--- src/rtl/tmr_tick_pkg.sv ---
package tmr_tick_pkg;

    localparam int SEL_W  = 4;
    localparam int DIV_W  = 4;

    typedef enum logic [SEL_W-1:0] {
        SEL_DIV2  = 4'd0,
        SEL_DIV4  = 4'd1,
        SEL_DIV8  = 4'd2,
        SEL_DIV16 = 4'd3,
        SEL_EXT   = 4'd4
    } tick_sel_e;

    // Decode a raw selector; undefined codes fall back to divide by 2
    function automatic tick_sel_e decode_sel(input logic [SEL_W-1:0] raw);
        tick_sel_e s;
        case (raw)
            4'd1:    s = SEL_DIV4;
            4'd2:    s = SEL_DIV8;
            4'd3:    s = SEL_DIV16;
            4'd4:    s = SEL_EXT;
            default: s = SEL_DIV2;
        endcase
        return s;
    endfunction

    // True when the divider count is at the last step of the chosen ratio
    function automatic logic div_hit(input logic [DIV_W-1:0] cnt,
                                     input tick_sel_e sel);
        logic h;
        case (sel)
            SEL_DIV4:  h = &cnt[1:0];
            SEL_DIV8:  h = &cnt[2:0];
            SEL_DIV16: h = &cnt[3:0];
            default:   h = cnt[0];
        endcase
        return h;
    endfunction

endpackage

--- src/rtl/tmr_presc_stage.sv ---
module tmr_presc_stage
    import tmr_tick_pkg::*;
#(
    parameter int PRE_W = 8
) (
    input  logic             clk,
    input  logic             rst,
    input  logic [PRE_W-1:0] reload,
    output logic             pre_tick,
    output logic [DIV_W-1:0] div_cnt
);
    logic [PRE_W-1:0] cnt_q;

    assign pre_tick = (cnt_q == '0);

    // The reload value is sampled only at terminal count
    always_ff @(posedge clk) begin
        if (rst) begin
            cnt_q   <= '0;
            div_cnt <= '0;
        end else begin
            if (pre_tick) begin
                cnt_q   <= reload;
                div_cnt <= div_cnt + 1'b1;
            end else begin
                cnt_q   <= cnt_q - 1'b1;
            end
        end
    end

    // a nonzero reload leaves at least one idle cycle after a pulse
    assert_presc_spacing_R3: assert property (@(posedge clk) disable iff (rst)
        (pre_tick && reload != '0) |=> !pre_tick);

    // counts restart from zero after reset
    assert_presc_reset_R1: assert property (@(posedge clk)
        rst |=> (div_cnt == '0 && pre_tick));

endmodule

--- src/rtl/tmr_ext_sync.sv ---
module tmr_ext_sync (
    input  logic clk,
    input  logic rst,
    input  logic ext_in,
    output logic ext_tick
);
    logic s1_q, s2_q, s3_q;

    always_ff @(posedge clk) begin
        if (rst) begin
            s1_q <= 1'b0;
            s2_q <= 1'b0;
            s3_q <= 1'b0;
        end else begin
            s1_q <= ext_in;
            s2_q <= s1_q;
            s3_q <= s2_q;
        end
    end

    assign ext_tick = s2_q & ~s3_q;

    // one rising edge gives exactly one pulse
    assert_ext_single_R6: assert property (@(posedge clk) disable iff (rst)
        ext_tick |=> !ext_tick);

endmodule

--- src/rtl/tmr_chan_sel.sv ---
module tmr_chan_sel
    import tmr_tick_pkg::*;
(
    input  logic             clk,
    input  logic             rst,
    input  logic [SEL_W-1:0] sel_raw,
    input  logic             pre_tick,
    input  logic [DIV_W-1:0] div_cnt,
    input  logic             ext_tick,
    output logic             tick_q
);
    tick_sel_e sel;
    logic      src;

    always_comb begin
        sel = decode_sel(sel_raw);
        if (sel == SEL_EXT) src = ext_tick;
        else                src = pre_tick & div_hit(div_cnt, sel);
    end

    always_ff @(posedge clk) begin
        if (rst) tick_q <= 1'b0;
        else     tick_q <= src;
    end

    // no tick right after a reset cycle
    assert_tick_reset_R1: assert property (@(posedge clk)
        rst |=> !tick_q);

    // a divided tick follows a prescaler pulse
    assert_tick_from_presc_R4: assert property (@(posedge clk) disable iff (rst)
        (tick_q && $past(sel_raw) != 4'd4) |-> $past(pre_tick));

    // an external-mode tick follows a synchronized edge
    assert_tick_from_ext_R6: assert property (@(posedge clk) disable iff (rst)
        (tick_q && $past(sel_raw) == 4'd4) |-> $past(ext_tick));

    // single-cycle pulses while the selector is steady
    assert_tick_single_R8: assert property (@(posedge clk) disable iff (rst)
        tick_q |=> (!tick_q || !$stable(sel_raw)));

endmodule

--- src/rtl/tmr_tick_gen.sv ---
module tmr_tick_gen
    import tmr_tick_pkg::*;
#(
    parameter int NUM_CH = 5,
    parameter int SPLIT  = 2,
    parameter int PRE_W  = 8
) (
    input  logic                    clk,
    input  logic                    rst,
    input  logic [2*PRE_W-1:0]      presc_cfg,
    input  logic [NUM_CH*SEL_W-1:0] div_cfg,
    input  logic                    ext_clk_a,
    input  logic                    ext_clk_b,
    output logic [NUM_CH-1:0]       tick
);
    localparam int NUM_GRP = 2;

    logic [NUM_GRP-1:0]            grp_pre;
    logic [NUM_GRP-1:0][DIV_W-1:0] grp_div;
    logic [NUM_GRP-1:0]            grp_ext;
    logic [NUM_GRP-1:0]            ext_raw;

    assign ext_raw = {ext_clk_b, ext_clk_a};

    for (genvar g = 0; g < NUM_GRP; g++) begin : g_grp
        tmr_presc_stage #(.PRE_W(PRE_W)) u_presc (
            .clk     (clk),
            .rst     (rst),
            .reload  (presc_cfg[g*PRE_W +: PRE_W]),
            .pre_tick(grp_pre[g]),
            .div_cnt (grp_div[g])
        );
        tmr_ext_sync u_sync (
            .clk     (clk),
            .rst     (rst),
            .ext_in  (ext_raw[g]),
            .ext_tick(grp_ext[g])
        );
    end

    for (genvar c = 0; c < NUM_CH; c++) begin : g_ch
        localparam int GRP = (c < SPLIT) ? 0 : 1;   // grouping
        tmr_chan_sel u_sel (
            .clk     (clk),
            .rst     (rst),
            .sel_raw (div_cfg[c*SEL_W +: SEL_W]),
            .pre_tick(grp_pre[GRP]),
            .div_cnt (grp_div[GRP]),
            .ext_tick(grp_ext[GRP]),
            .tick_q  (tick[c])
        );
    end

endmodule

--- config.mk ---
export PLATFORM = sky130hd
export DESIGN_NAME = tmr_tick_gen
export DESIGN_NICKNAME = d
export VERILOG_FILES = /design/src/rtl/tmr_tick_pkg.sv /design/src/rtl/tmr_presc_stage.sv /design/src/rtl/tmr_ext_sync.sv /design/src/rtl/tmr_chan_sel.sv /design/src/rtl/tmr_tick_gen.sv
export SDC_FILE = /design/constraint.sdc
export NUM_CORES = 1
export LEC_CHECK = 0
export ABC_AREA = 1
export BUFFER_PORTS_ARGS = -buffer_cell sky130_fd_sc_hd__buf_2
export CORE_AREA = 2 2 72 74
export CTS_CLUSTER_DIAMETER = 80
export DETAILED_ROUTE_END_ITERATION = 12
export DIE_AREA = 0 0 74 76
export GPL_TIMING_DRIVEN = 0
export HOLD_SLACK_MARGIN = 0.06
export SLEW_MARGIN = 30
export SYNTH_ARGS = -nofsm -noshare
export SYNTH_HDL_FRONTEND = slang
export SYNTH_SLANG_ARGS = --single-unit
--- constraint.sdc ---
create_clock -name clk -period 1.6 [get_ports clk]
set_input_delay 0.32 -clock clk [delete_from_list [all_inputs] [get_ports clk]]
set_output_delay 0.32 -clock clk [all_outputs]
set_load 0.01 [all_outputs]
==> flow_summary.json, run 1 <==
{
  "setup_slack_ns": 0.117,
  "startpoint_type": "register",
  "rows": 26,
  "track_usage_pct": 14.7,
  "pin_count": 45,
  "n_antenna_cell": 0,
  "syn_nets": 320,
  "cpMostUsedCell": "inv_1",
  "fmax_mhz": 674,
  "slew_headroom_pct": 68.8,
  "setup_viol": 0,
  "fin_area_um2": 2280,
  "yosys_warnings": 0,
  "cp_max_fo": 10,
  "fin_cells": 397,
  "rsz0062_at_grt": "false",
  "ys_types": 26,
  "drv_cap": 0,
  "place_congestion": 0.832,
  "final_util_pct": 46.4,
  "synth-seq-cells": 35,
  "fillers": 523,
  "dieArea_um2": 5620,
  "outcome": "complete, no violations",
  "drt_iter0_markers": 103,
  "drive_gt1_share_pct": 20.8,
  "synth_area_per_cell_um2": 6.78,
  "holdWs_ns": 0.233,
  "cpPeakStageDelay_ns": 0.31,
  "maxSlewViolCount": 0,
  "critical_path.startpoint": "g_grp[1].u_presc.cnt_q[0]",
  "required_ns": 1.78,
  "core_area_um2": 4910,
  "clk_pin_slew_ns": 0.07,
  "hold_start": "ext_clk_b",
  "cts_root_buf": "clkbuf_8",
  "dp_hpwl_um": 2940,
  "start_util_pct": 37.8,
  "clkSinkCount": 35,
  "grt_max_degree": 11,
  "io_buffers": 44,
  "syn_inst": 274,
  "fin_crit_ns": 1.48,
  "area.sequential_um2": 702,
  "cts_hold_buf": 0,
  "first_global_vias": 1577,
  "numCtsBuffers": 5,
  "crit_path_cell_trace": "inv_1, ha_1, inv_1, nor3_4, nand2_4, buf_6, o21ai_0, nor2_1",
  "p_leak_nw": 1.13,
  "power.total_mw": 3.46,
  "critPathBufInv": 3,
  "grt_pass1_wl_um": 6490,
  "first_pass_iters": 4,
  "cp-end-kind": "register",
  "postPlaceCellArea_um2": 2170,
  "setup_tns_ns": 0,
  "dp.cells": 388,
  "fin_nets": 372,
  "wl_per_cell_um": 9.63,
  "cp_top_family": "simple AND/OR/NAND/NOR gates",
  "die_y_um": 76,
  "via_per_inst": 4.51,
  "vias": 1789,
  "crit_slowest_cell": "dfxtp_1",
  "syn_to_final_growth_pct": 22.7,
  "skew_ns": 0.00399,
  "tightest_slew_ns": 0.469,
  "seq_area_frac_synth_pct": 37.7,
  "vdd_drop_max_v": 0.000762,
  "htreeDepth": 2,
  "die_w_um": 74,
  "preCtsSetupSlack_ns": 0.103,
  "min_path_type": "in -> reg",
  "remaining_drc_errors": 0,
  "worstPathArrival_ns": 1.66,
  "multiInputGateArea_um2": 952,
  "drtAntennaViolNets": 0,
  "synthesis.area_um2": 1860,
  "powerDensity_nw_per_um2": 1520,
  "antenna_found_initial": 0,
  "worst-setup-path-type": "reg -> reg",
  "clockBufferDepth": 2,
  "wl_um": 3830,
  "grt_overflow": 0,
  "cts_tree": "done",
  "finalHoldViolations": 0,
  "worstReg2RegStart": "g_grp[1].u_presc.cnt_q[0]",
  "fin_crit_sh_pct": 92.7,
  "worstSkewPairLatency_ns": 0.28
}
==> logic make-up (layout without fill, tap and decap cells) <==
family / count (synthesis) / in the layout / share of synthesized area (%)
and+or+nand+nor: 137 / 137 / 32.1
buffers and inverters: 48 / 101 / 11.3
AOI/OAI and AO/OA: 43 / 43 / 12.5
DFF: 35 / 35 / 37.7
adders and majority gates: 6 / 6 / 4.04
xor gates and xnor gates: 5 / 5 / 2.36
==> Yosys cell counts <==
cell,instances,area [um^2]
nand2_2,1,6.26
a211oi_1,1,7.51
buf_6,1,11.3
nor3_1,4,20.0
dfxtp_1,35,701
a31oi_1,1,6.26
ha_1,6,75.1
nor2_1,45,169
clkbuf_1,3,11.3
xor2_1,3,26.3
or2_2,1,6.26
inv_2,1,3.75
nor3_4,1,16.3
o21ai_0,20,100
buf_4,6,45.0
nand2_4,1,11.3
nand3b_1,1,7.51
inv_1,37,139
o211a_1,1,10.0
o211ai_2,1,12.5
o21ai_1,2,10.0
nand3_1,19,95.1
xnor2_1,2,17.5
nand2_1,54,203
a21oi_1,17,85.1
nand4_1,10,62.6
==> flip-flops by register name, indices dropped and copies added, names as in the netlist <==
register / count
g_grp.u_presc.cnt_q: 16
g_grp.u_presc.div_cnt: 8
g_ch.u_sel.tick_q: 5
g_grp.u_sync.s1_q: 2
g_grp.u_sync.s2_q: 2
g_grp.u_sync.s3_q: 2
==> placed cells by master (no fill, tap or decap), types with 2 or more instances in the layout <==
cell type and n:
buf_4 7, dfxtp_1 34, o21ai_1 4, nand3_1 19, ha_1 5, nand4_1 10
inv_1 37, o21ai_0 18, clkbuf_8 7, clkbuf_1 4, xnor2_1 2, buf_2 44
nand2_1 54, nor3_1 4, a21oi_1 17, nor2_1 44, xor2_1 3
==> tightest hold or removal path, stage by stage <==
cell    delay [ns]
buf_2         0.07
inv_1         0.03
nor2_1        0.06
==> worst paths after layout <==
check	slack [ns]	to	depth (start not counted)
min	0.23	g_grp[1].u_sync.s1_q	3
max reg2reg	0.12	g_grp[1].u_presc.div_cnt[2]	8
min reg2reg	0.41	g_grp[0].u_sync.s2_q	2
max	0.12	g_grp[1].u_presc.div_cnt[2]	8
==> metal layers <==
metal	global-route usage (%)	share of wire, %	up-vias
li1	-	-	984
met1	18.4	49	756
met2	22.6	43	42
met3	5.03	6.0	7
met4	6.18	1.9	0
met5	0	0	-
==> where the power goes <==
| group | switching, mW | total, mW | internal, mW |
|---|---|---|---|
| Clock | 0.309 | 0.702 | 0.393 |
| Sequential | 0.200 | 1.33 | 1.13 |
| Combinational | 0.825 | 1.43 | 0.601 |
==> cell type report <==
cell class / instances / share of cell area, %
multi-input combinational: 191 / 41.8
sequential: 35 / 30.8
timing repair buffer: 45 / 9.99
inverter: 38 / 6.26
clock buffer: 8 / 4.39
tap: 70 / 3.84
buffer: 10 / 2.96
==> repair_timing <==
item / CTS / global route
setup buffers: 0 / 1
endpoints found under the setup margin: 0 / 7
gates resized for setup: 0 / 5
(Power assumes the default switching activity.)
==> run 2: changes to the inputs <==
CELL_PAD_IN_SITES_DETAIL_PLACEMENT = 0   (was default)
CELL_PAD_IN_SITES_GLOBAL_PLACEMENT = 2   (was default)
CORE_AREA = 2 2 85 87   (was 2 2 72 74)
DIE_AREA = 0 0 87 89   (was 0 0 74 76)
PLACE_DENSITY_LB_ADDON = 0.1   (was default)
==> run 2 against run 1 <==
Compared with the run above:
- non-clock buffer count up 2
- cell area up 5.0%
- sequential power about the same
- combinational power up 13%
- hold slack better by 0.0024 ns
- via count up 1.3%
- core utilization down 11 points
- register-to-register slack about the same
==> flow_summary.json, run 2 (same netlist as run 1, synthesis figures left out) <==
{
  "via_per_inst": 4.43,
  "p_int_mw": 2.46,
  "fin_area_um2": 2390,
  "required_ns": 1.78,
  "preCtsSetupSlack_ns": 0.0643,
  "drt_iter0_markers": 31,
  "drtAntennaViolNets": 0,
  "min_path_type": "in -> reg",
  "cp_top_family": "simple AND/OR/NAND/NOR gates",
  "powerDensity_nw_per_um2": 1640,
  "wl_um": 4470,
  "drive_gt1_share_pct": 22.5,
  "cpPeakStageDelay_ns": 0.33,
  "fin_nets": 374,
  "drv_cap": 0,
  "core_area_um2": 6720,
  "power_switching_mw": 1.47,
  "first_pass_iters": 4,
  "numCtsBuffers": 5,
  "vdd_drop_max_v": 0.000557,
  "worst-setup-path-type": "reg -> reg",
  "worstSkewPairLatency_ns": 0.29,
  "worstPathArrival_ns": 1.67,
  "outcome": "complete, no violations",
  "clk_pin_slew_ns": 0.08,
  "largest_register_ffs": 16,
  "pwr-share-seq_pct": 34.1,
  "grt_pass1_wl_um": 7590,
  "die_y_um": 89,
  "layout_common_cells": "nand2_1 (54), nor2_1 (44), buf_2 (44), inv_1 (36), dfxtp_1 (33)",
  "htreeDepth": 2,
  "final_common_cell": "nand2_1",
  "grt_overflow": 0,
  "fin_crit_sh_pct": 93.1,
  "crit_path_cell_trace": "inv_2, ha_4, inv_1, nor3_4, nand2_4, buf_8, o21ai_0, a21oi_1",
  "r2r_slack_ns": 0.11,
  "switching_share_pct": 37.4,
  "critPathBufInv": 3,
  "dieArea_um2": 7740,
  "cp-end-kind": "register",
  "fin_crit_ns": 1.49,
  "place_congestion": 0.732,
  "final_util_pct": 35.6,
  "regMostFlops": "g_grp.u_presc.cnt_q",
  "first_global_vias": 1656,
  "wl_per_cell_um": 10.9,
  "startpoint_type": "register",
  "syn_to_final_growth_pct": 28.8,
  "largestRegisters": "g_grp.u_presc.cnt_q x16, g_grp.u_presc.div_cnt x8, g_ch.u_sel.tick_q x5",
  "grt_max_degree": 13,
  "clockBufferDepth": 2,
  "maxSlewViolCount": 0,
  "slew_headroom_pct": 63.6,
  "crit_slowest_cell": "dfxtp_2",
  "skew_ns": 0.00414,
  "cts_tree": "done",
  "io_buffers": 44,
  "postPlaceCellArea_um2": 2180,
  "setup_tns_ns": 0,
  "cp_max_fo": 7,
  "n_antenna_cell": 0,
  "combPwrFrac_pct": 41.1,
  "dp_hpwl_um": 3340,
  "track_usage_pct": 12.5,
  "p_leak_nw": 1.17,
  "cts_hold_buf": 0,
  "clkPwrFrac_pct": 24.7,
  "setup_slack_ns": 0.110,
  "tightest_slew_ns": 0.547,
  "setup_viol": 0,
  "pin_count": 45,
  "remaining_drc_errors": 0,
  "fmax_mhz": 671,
  "finalHoldViolations": 0,
  "rows": 30,
  "start_util_pct": 27.7,
  "die_w_um": 87,
  "vias": 1812,
  "clkSinkCount": 35,
  "antenna_found_initial": 0,
  "cts_root_buf": "clkbuf_8"
}
[run 2: cell count changes in the layout (fill, tap and decap cells not counted), sizes merged]
| cell | before | now |
|---|---|---|
| clkbuf | 11 | 9 |
| bufinv | 0 | 2 |
| buf | 52 | 53 |
| clkinvlp | 0 | 1 |
[run 2: layout make-up]
type                            instances  area, um^2
Clock inverter                          3        67.6
Clock buffer                            5        68.8
Multi-Input combinational cell        191         975
Sequential cell                        35         703
Buffer                                 10        71.3
Timing Repair Buffer                   47         260
Fill cell                             752        4330
Tap cell                               80         100
Inverter                               38         148
[run 2: through the flow]
stage	power [mW]	std cells	hold WS [ns]
after global placement	2.80	398	0.390
after global routing	4.33	409	0.236
final	3.93	409	0.236
after CTS	3.80	406	0.218
after detailed placement	2.79	398	0.394
after floorplan	2.43	274	0.388
[run 2: power groups by stage]
stage	Combinational [mW]	Clock [mW]	Sequential, mW
5_1_grt	1.90	1.04	1.39
2_1_floorplan	1.13	0	1.30
4_1_cts	1.45	1.02	1.33
3_3_place_gp	1.45	0	1.35
3_5_place_dp	1.44	0	1.35
6_report	1.62	0.972	1.34
[run 2: metal layers]
| metal | wire length, um | part of all wire [%] | global-route usage [%] |
|---|---|---|---|
| met1 | 2320 | 52 | 17.0 |
| met2 | 1820 | 41 | 18.9 |
| met3 | 271 | 6.1 | 3.42 |
| met4 | 61 | 1.4 | 4.69 |
| met5 | 0 | 0 | 0 |
[run 2: repair_timing]
action	4_1_cts	5_1_grt
setup buffers	0	2
setup endpoints to repair	0	17
gates resized for setup	0	14
hold endpoints to repair	0	0
[run 2: path summary, 6_finish.rpt]
kind	cells after the start	endpoint	start
setup / recovery	8	g_grp[1].u_presc.cnt_q[1]	g_grp[1].u_presc.cnt_q[0]
hold / removal	3	g_grp[0].u_sync.s1_q	ext_clk_a
setup reg to reg	8	g_grp[1].u_presc.cnt_q[1]	g_grp[1].u_presc.cnt_q[0]
hold reg to reg	2	g_grp[0].u_sync.s2_q	g_grp[0].u_sync.s1_q
[run 2: tightest hold or removal path: stages]
cell	delay (ns)
buf_2	0.10
inv_1	0.04
nor2_1	0.03
